--- src/rtl/bklg_pkg.sv ---
package bklg_pkg;
    localparam int NUM_PRIO = 8;
    localparam int PRIO_W   = $clog2(NUM_PRIO);
    localparam int PRIO_LSB = 4;
    localparam int OPC_W    = 2;
    localparam int OPC_LSB  = 10;

    typedef enum logic [OPC_W-1:0] {
        OPC_INC    = 2'b00,
        OPC_DEC    = 2'b01,
        OPC_PEEK_A = 2'b10,
        OPC_PEEK_B = 2'b11
    } bklg_opc_e;
endpackage

--- src/rtl/bklg_decode.sv ---
module bklg_decode
    import bklg_pkg::*;
#(
    parameter int ADDR_W      = 16,
    parameter int PAGE_SHIFT  = 12,
    parameter int NUM_TARGETS = 3,
    localparam int IDX_W      = ADDR_W - PAGE_SHIFT - 1,
    localparam int TGT_W      = (NUM_TARGETS > 1) ? $clog2(NUM_TARGETS) : 1
) (
    input  logic [ADDR_W-1:0] addr,
    output logic              mapped,
    output logic [TGT_W-1:0]  tgt,
    output logic              is_group,
    output logic [PRIO_W-1:0] prio,
    output bklg_opc_e         opc
);
    localparam logic [IDX_W-1:0] IDX_LIMIT = IDX_W'(NUM_TARGETS);

    // offset bits that carry meaning; all others must be zero
    function automatic logic [PAGE_SHIFT-1:0] used_mask();
        logic [PAGE_SHIFT-1:0] m;
        m = '0;
        for (int b = 0; b < OPC_W; b++) m[OPC_LSB + b] = 1'b1;
        for (int b = 0; b < PRIO_W; b++) m[PRIO_LSB + b] = 1'b1;
        return m;
    endfunction
    localparam logic [PAGE_SHIFT-1:0] USED_MASK = used_mask();

    logic [IDX_W-1:0] idx_field;
    logic             stray;

    always_comb begin
        idx_field = addr[ADDR_W-1 -: IDX_W];
        stray     = |(addr[PAGE_SHIFT-1:0] & ~USED_MASK);
        mapped    = (idx_field < IDX_LIMIT) && !stray;
        tgt       = idx_field[TGT_W-1:0];
        is_group  = addr[PAGE_SHIFT];
        prio      = addr[PRIO_LSB +: PRIO_W];
        opc       = bklg_opc_e'(addr[OPC_LSB +: OPC_W]);
    end
endmodule

--- src/rtl/bklg_step.sv ---
module bklg_step
    import bklg_pkg::*;
#(
    parameter int CNT_W   = 16,
    parameter int DELTA_W = 8
) (
    input  logic [CNT_W-1:0]   old_val,
    input  logic               is_group,
    input  logic               is_store,
    input  bklg_opc_e          opc,
    input  logic [DELTA_W-1:0] delta,
    output logic [CNT_W-1:0]   new_val,
    output logic               upd_en
);
    localparam logic [CNT_W-1:0] CNT_MAX = '1;

    logic [CNT_W-1:0] amount;
    logic [CNT_W:0]   sum;
    logic [CNT_W-1:0] up_val;
    logic [CNT_W-1:0] down_val;

    always_comb begin
        amount   = is_store ? CNT_W'(delta) : CNT_W'(1);
        sum      = {1'b0, old_val} + {1'b0, amount};
        up_val   = sum[CNT_W] ? CNT_MAX : sum[CNT_W-1:0];
        down_val = (old_val > amount) ? (old_val - amount) : '0;
        upd_en   = 1'b0;
        new_val  = old_val;
        unique case (opc)
            OPC_INC: begin
                upd_en  = 1'b1;
                new_val = is_group ? up_val : CNT_W'(1);
            end
            OPC_DEC: begin
                upd_en  = 1'b1;
                new_val = is_group ? down_val : '0;
            end
            default: begin
                upd_en  = 1'b0;
                new_val = old_val;
            end
        endcase
    end

    always_comb begin
        if (opc == OPC_DEC) begin
            a_r5_no_underflow: assert (new_val <= old_val)
                else $error("decrement raised a counter");
        end
        if (opc == OPC_INC && is_group) begin
            a_r4_inc_monotone: assert (new_val >= old_val)
                else $error("group increment wrapped");
        end
    end
endmodule

--- src/rtl/bklg_counter_array.sv ---
module bklg_counter_array
    import bklg_pkg::*;
#(
    parameter int ADDR_W      = 16,
    parameter int PAGE_SHIFT  = 12,
    parameter int NUM_TARGETS = 3,
    parameter int CNT_W       = 16,
    parameter int DELTA_W     = 8
) (
    input  logic               clk,
    input  logic               rst_n,
    input  logic               req_valid,
    input  logic               req_write,
    input  logic [ADDR_W-1:0]  req_addr,
    input  logic [DELTA_W-1:0] req_wdata,
    output logic               rsp_valid,
    output logic [CNT_W-1:0]   rsp_rdata
);
    localparam int TGT_W = (NUM_TARGETS > 1) ? $clog2(NUM_TARGETS) : 1;

    typedef struct packed {
        logic [NUM_TARGETS-1:0][NUM_PRIO-1:0]            proc;
        logic [NUM_TARGETS-1:0][NUM_PRIO-1:0][CNT_W-1:0] grp;
        logic                                            rsp_valid;
        logic [CNT_W-1:0]                                rsp_data;
    } state_t;

    state_t st_d, st_q;

    logic              dec_mapped;
    logic [TGT_W-1:0]  dec_tgt;
    logic              dec_grp;
    logic [PRIO_W-1:0] dec_prio;
    bklg_opc_e         dec_opc;
    logic [CNT_W-1:0]  cur_val;
    logic [CNT_W-1:0]  nxt_val;
    logic              nxt_en;

    bklg_decode #(
        .ADDR_W(ADDR_W), .PAGE_SHIFT(PAGE_SHIFT), .NUM_TARGETS(NUM_TARGETS)
    ) u_decode (
        .addr(req_addr), .mapped(dec_mapped), .tgt(dec_tgt),
        .is_group(dec_grp), .prio(dec_prio), .opc(dec_opc)
    );

    always_comb begin
        cur_val = '0;
        if (dec_mapped) begin
            cur_val = dec_grp ? st_q.grp[dec_tgt][dec_prio]
                              : CNT_W'(st_q.proc[dec_tgt][dec_prio]);
        end
    end

    bklg_step #(.CNT_W(CNT_W), .DELTA_W(DELTA_W)) u_step (
        .old_val(cur_val), .is_group(dec_grp), .is_store(req_write),
        .opc(dec_opc), .delta(req_wdata), .new_val(nxt_val), .upd_en(nxt_en)
    );

    always_comb begin
        st_d           = st_q;
        st_d.rsp_valid = req_valid && !req_write;
        st_d.rsp_data  = (req_valid && !req_write) ? cur_val : '0;
        if (req_valid && dec_mapped && nxt_en) begin
            if (dec_grp) st_d.grp[dec_tgt][dec_prio]  = nxt_val;
            else         st_d.proc[dec_tgt][dec_prio] = nxt_val[0];
        end
    end

    always_ff @(posedge clk) begin
        if (!rst_n) st_q <= '0;
        else        st_q <= st_d;
    end

    assign rsp_valid = st_q.rsp_valid;
    assign rsp_rdata = st_q.rsp_data;

    a_r2_load_answers: assert property (@(posedge clk) disable iff (!rst_n)
        req_valid && !req_write |=> rsp_valid);
    a_r2_store_silent: assert property (@(posedge clk) disable iff (!rst_n)
        req_valid && req_write |=> !rsp_valid);
    a_r3_proc_bounded: assert property (@(posedge clk) disable iff (!rst_n)
        req_valid && !req_write && dec_mapped && !dec_grp |=> rsp_rdata <= CNT_W'(1));
    a_r8_unmapped_zero: assert property (@(posedge clk) disable iff (!rst_n)
        req_valid && !req_write && !dec_mapped |=> rsp_rdata == '0);
    a_r7_peek_keeps: assert property (@(posedge clk) disable iff (!rst_n)
        req_valid && dec_mapped && dec_grp && dec_opc[1]
        |=> st_q.grp[$past(dec_tgt)][$past(dec_prio)] == $past(cur_val));
endmodule

--- config.mk ---
export PLATFORM = sky130hd
export DESIGN_NAME = bklg_counter_array
export DESIGN_NICKNAME = d
export VERILOG_FILES = /design/src/rtl/bklg_pkg.sv /design/src/rtl/bklg_decode.sv /design/src/rtl/bklg_step.sv /design/src/rtl/bklg_counter_array.sv
export SDC_FILE = /design/constraint.sdc
export NUM_CORES = 1
export LEC_CHECK = 0
export CORE_MARGIN = 2
export CORE_UTILIZATION = 45
export DETAILED_ROUTE_END_ITERATION = 8
export DONT_BUFFER_PORTS = 1
export PLACE_DENSITY = 0.67
export SYNTH_ARGS = -nofsm -noshare
export SYNTH_HDL_FRONTEND = slang
export SYNTH_SLANG_ARGS = --single-unit
--- constraint.sdc ---
create_clock -name clk -period 6.25 [get_ports clk]
set_clock_uncertainty 0.05 [all_clocks]
set_input_delay 0.3125 -clock clk [delete_from_list [all_inputs] [get_ports clk]]
set_output_delay 0.3125 -clock clk [all_outputs]
set_load 0.01 [all_outputs]
==> results.yml <==
sta:
  grt_setup_unrepaired: "no"
  maxSlewHeadroom_pct: -3.218
  layout_min_cycle_time_ns: 5.565
  maxSlewViolCount: 71
  period_share_pct: 89.04
  hold_ws_ns: 0.02289
  setup_viol: 0
  setup_tns_ns: 0
  tightest_slew_ns: 1.548
  max_freq_mhz: 179.7
  hold_viol: 0
synth:
  syn-mean-instance-area_sq_um: 8.398
  syn_area_sq_mm: 0.01959
  synth.top_cell.area_share_pct: 43.44
  ys_ff_latch: 425
  synth.distinct_cells: 93
  synth_area_leader_cell: "dfxtp_1"
  ys.flop_type: "dfxtp_1"
  async_reset_ff_share_pct: 0
  ys_top_cells_by_area: "dfxtp_1, o21ai_0, a21oi_1"
  syn_inst: 2332
  synth_edf_count: 0
  yosys_warnings: 0
  syn_nets: 2378
  ys_seq_area_share_pct: 43.44
global_route:
  grt_overflow: 0
  grt_max_degree: 342
  grt_pass1_wl_um: 110700
  grt_antenna_before_repair: 0
  grt_pass1_vias: 17277
  grtUsageTotal_pct: 32.47
worst_setup_path:
  cp.arrival_ns: 5.91
  crit_fanout: 110
  cp-end-kind: "register"
  ff2ff_path_depth: 16
  crit_required_ns: 6.60
  worstReg2RegEnd: "st_q[195]$_SDFFE_PN0P_"
  start_kind: "input port"
  reg2reg_from: "st_q[40]$_SDFFE_PN0P_"
  critPathKind: "in -> reg"
  rrSetupSlack_ns: 0.74
  critPathLaunch: "req_addr[14]"
  crit_end: "st_q[195]$_SDFFE_PN0P_"
placed_design:
  port_buffers: 0
  place_congestion: 0.9889
  dp_hpwl_um: 48530
drt:
  first_pass_iters: 8
  drc: 0
  vias: 18765
  finalWirelength_um: 73980
  ant_nets: 0
  wl_per_cell_um: 25.93
  drt-vias-per-instance: 6.577
  drtIter0Drc: 2814
hold_path:
  hold_path_class: "in -> reg"
clock_tree:
  clock_path_buffers: 3
  cts.sinks: 425
  cts_root_buf: "clkbuf_16"
  clkSlewWorstSetupHoldPaths_ns: 0.06
  ctsHoldBuffers: 2
  insertion_delay_ns: 0.59
  cts_setup_buffers: 0
  cts_tree: "built"
  cts_resized: 0
  cts_max_level: 2
  tritoncts.num_buffers: 45
floorplan:
  num_io_pins: 45
  die_area_sq_mm: 0.04521
  start_util_pct: 45.57
  die_y_um: 212.6
  core-area_sq_mm: 0.04298
  rows: 76
  fp.dieW_um: 212.6
pwr:
  vdd_drop_max_mv: 0.2287
  power_density_mw_per_mm2: 265.2
  p_leak_uw: 0.007707
cells_and_area:
  drive_gt1_share_pct: 11.16
  antenna_cells: 0
  fill_cells: 4003
  fin_nets: 2279
  final_common_cell: "dfxtp_1"
  syn2layout_area_growth_pct: 9.986
  layout_common_cells: "dfxtp_1, o21ai_0, a21oi_1, nor2_1, nand3_1"
run:
  cap_violations: 0
status:
  violations: "slew limit"
  status: "finished, violations left"
## state kept, by name (all words and copies together), names as in the netlist
| name | cells |
|---|---|
| rsp_rdata | 16 |
| st_q | 408 |
| rsp_valid | 1 |
## routing by layer
layer / global-route usage (%) / up-vias / part of all wire [%]
li1: - / 8357 / -
met3: 7.932 / 246 / 11
met4: 17.27 / 0 / 5.5
met2: 48.72 / 1122 / 44
met5: 0 / - / 0
met1: 43.06 / 9040 / 40
## through the flow
stage	setup slack [ns]	cell area [sq um]	power, uW	utilization (%)	instances
4_1_cts	0.8734	21540	5720	50.12	2853
5_1_grt	0.3641	21540	5837	50.12	2853
3_3_place_gp	0.5062	20000	2986	46.52	2769
2_1_floorplan	0.7519	19590	2962	-	2332
3_5_place_dp	0.3674	20000	2986	46.52	2769
6_report	0.6850	21540	5712	50.12	2853
## cells by family (layout without fill, tap and decap cells)
kind of cell             count (synthesis)  count (layout)  share of synthesized area (%)
XOR/XNOR                                 9               9                         0.4025
multiplexers                           105             105                          5.686
AO/OA/AOI/OAI                          939             939                          28.57
adder cells (fa/ha/maj)                 18              18                          1.227
flip-flops                             425             425                          43.44
buffers and inverters                  262             198                          6.408
AND/OR/NAND/NOR                        574             574                          14.27
## report_power, final
| group | internal [uW] | total (uW) | switching [uW] |
|---|---|---|---|
| sequential | 2710 | 2710 | 0.235 |
| clock | 1620 | 2740 | 1120 |
| combinational | 69.3 | 259 | 190 |
## critical path, stage by stage
cell	delay [ns]
nand2b_1	0.60
nor2_1	0.28
a22oi_1	0.24
nand3_1	0.11
a221oi_1	0.36
nand4_1	0.19
o221ai_1	0.48
inv_1	0.10
ha_1	0.25
fa_1	0.45
nand2b_1	0.10
a21oi_1	0.07
nor2_1	0.23
o311ai_0	0.18
o221a_2	0.23
nor4b_2	0.22
and3_1	0.25
nor3_4	0.99
a21oi_1	0.18
## cell usage after synthesis, drive strengths merged (5+ instances only)
cell type and n:
xnor2 5, o211ai 7, nand4 19, nor2b 13, or3 7, a221oi 25
o22ai 17, nand2 103, a21oi 261, buf 96, a31oi 60, and3 10
nor2 186, and3b 5, o21a 5, a22oi 30, a221o 8, nor3b 8
nand3 116, dfxtp 425, mux2i 64, o31ai 6, a2111oi 5, o221ai 6
and2 5, or2 6, inv 28, mux2 40, nor3 53, a22o 5
nand2b 14, a211oi 68, ha 16, nand3b 6, nor4 9, o2bb2ai 7
clkbuf 138, o21ai 381, a32oi 10
## layout make-up
type	instances	area, sq um	area share [%]
Timing Repair Buffer	88	708.2	3.288
Sequential cell	425	8508	39.50
Clock buffer	69	1359	6.308
Clock inverter	13	147.6	0.6854
Tap cell	585	732.0	3.398
Inverter	28	105.1	0.4879
Multi-Input combinational cell	1645	9981	46.33
## worst min path at each step
stage / slack [ns] / end / start / depth (start not counted)
final: 0.02 / st_q[408]$_SDFFE_PN0P_ / req_addr[12] / 3
after global routing: 0.02 / st_q[406]$_SDFFE_PN0P_ / req_addr[12] / 3
after CTS: 0.0005 / st_q[408]$_SDFFE_PN0P_ / req_addr[12] / 3
after detailed placement: 0.40 / st_q[144]$_SDFFE_PN0P_ / st_q[144]$_SDFFE_PN0P_ / 2
after global placement: 0.39 / st_q[337]$_SDFFE_PN0P_ / st_q[337]$_SDFFE_PN0P_ / 2
after floorplan: 0.38 / st_q[337]$_SDFFE_PN0P_ / st_q[337]$_SDFFE_PN0P_ / 2
(Power assumes the default switching activity.)
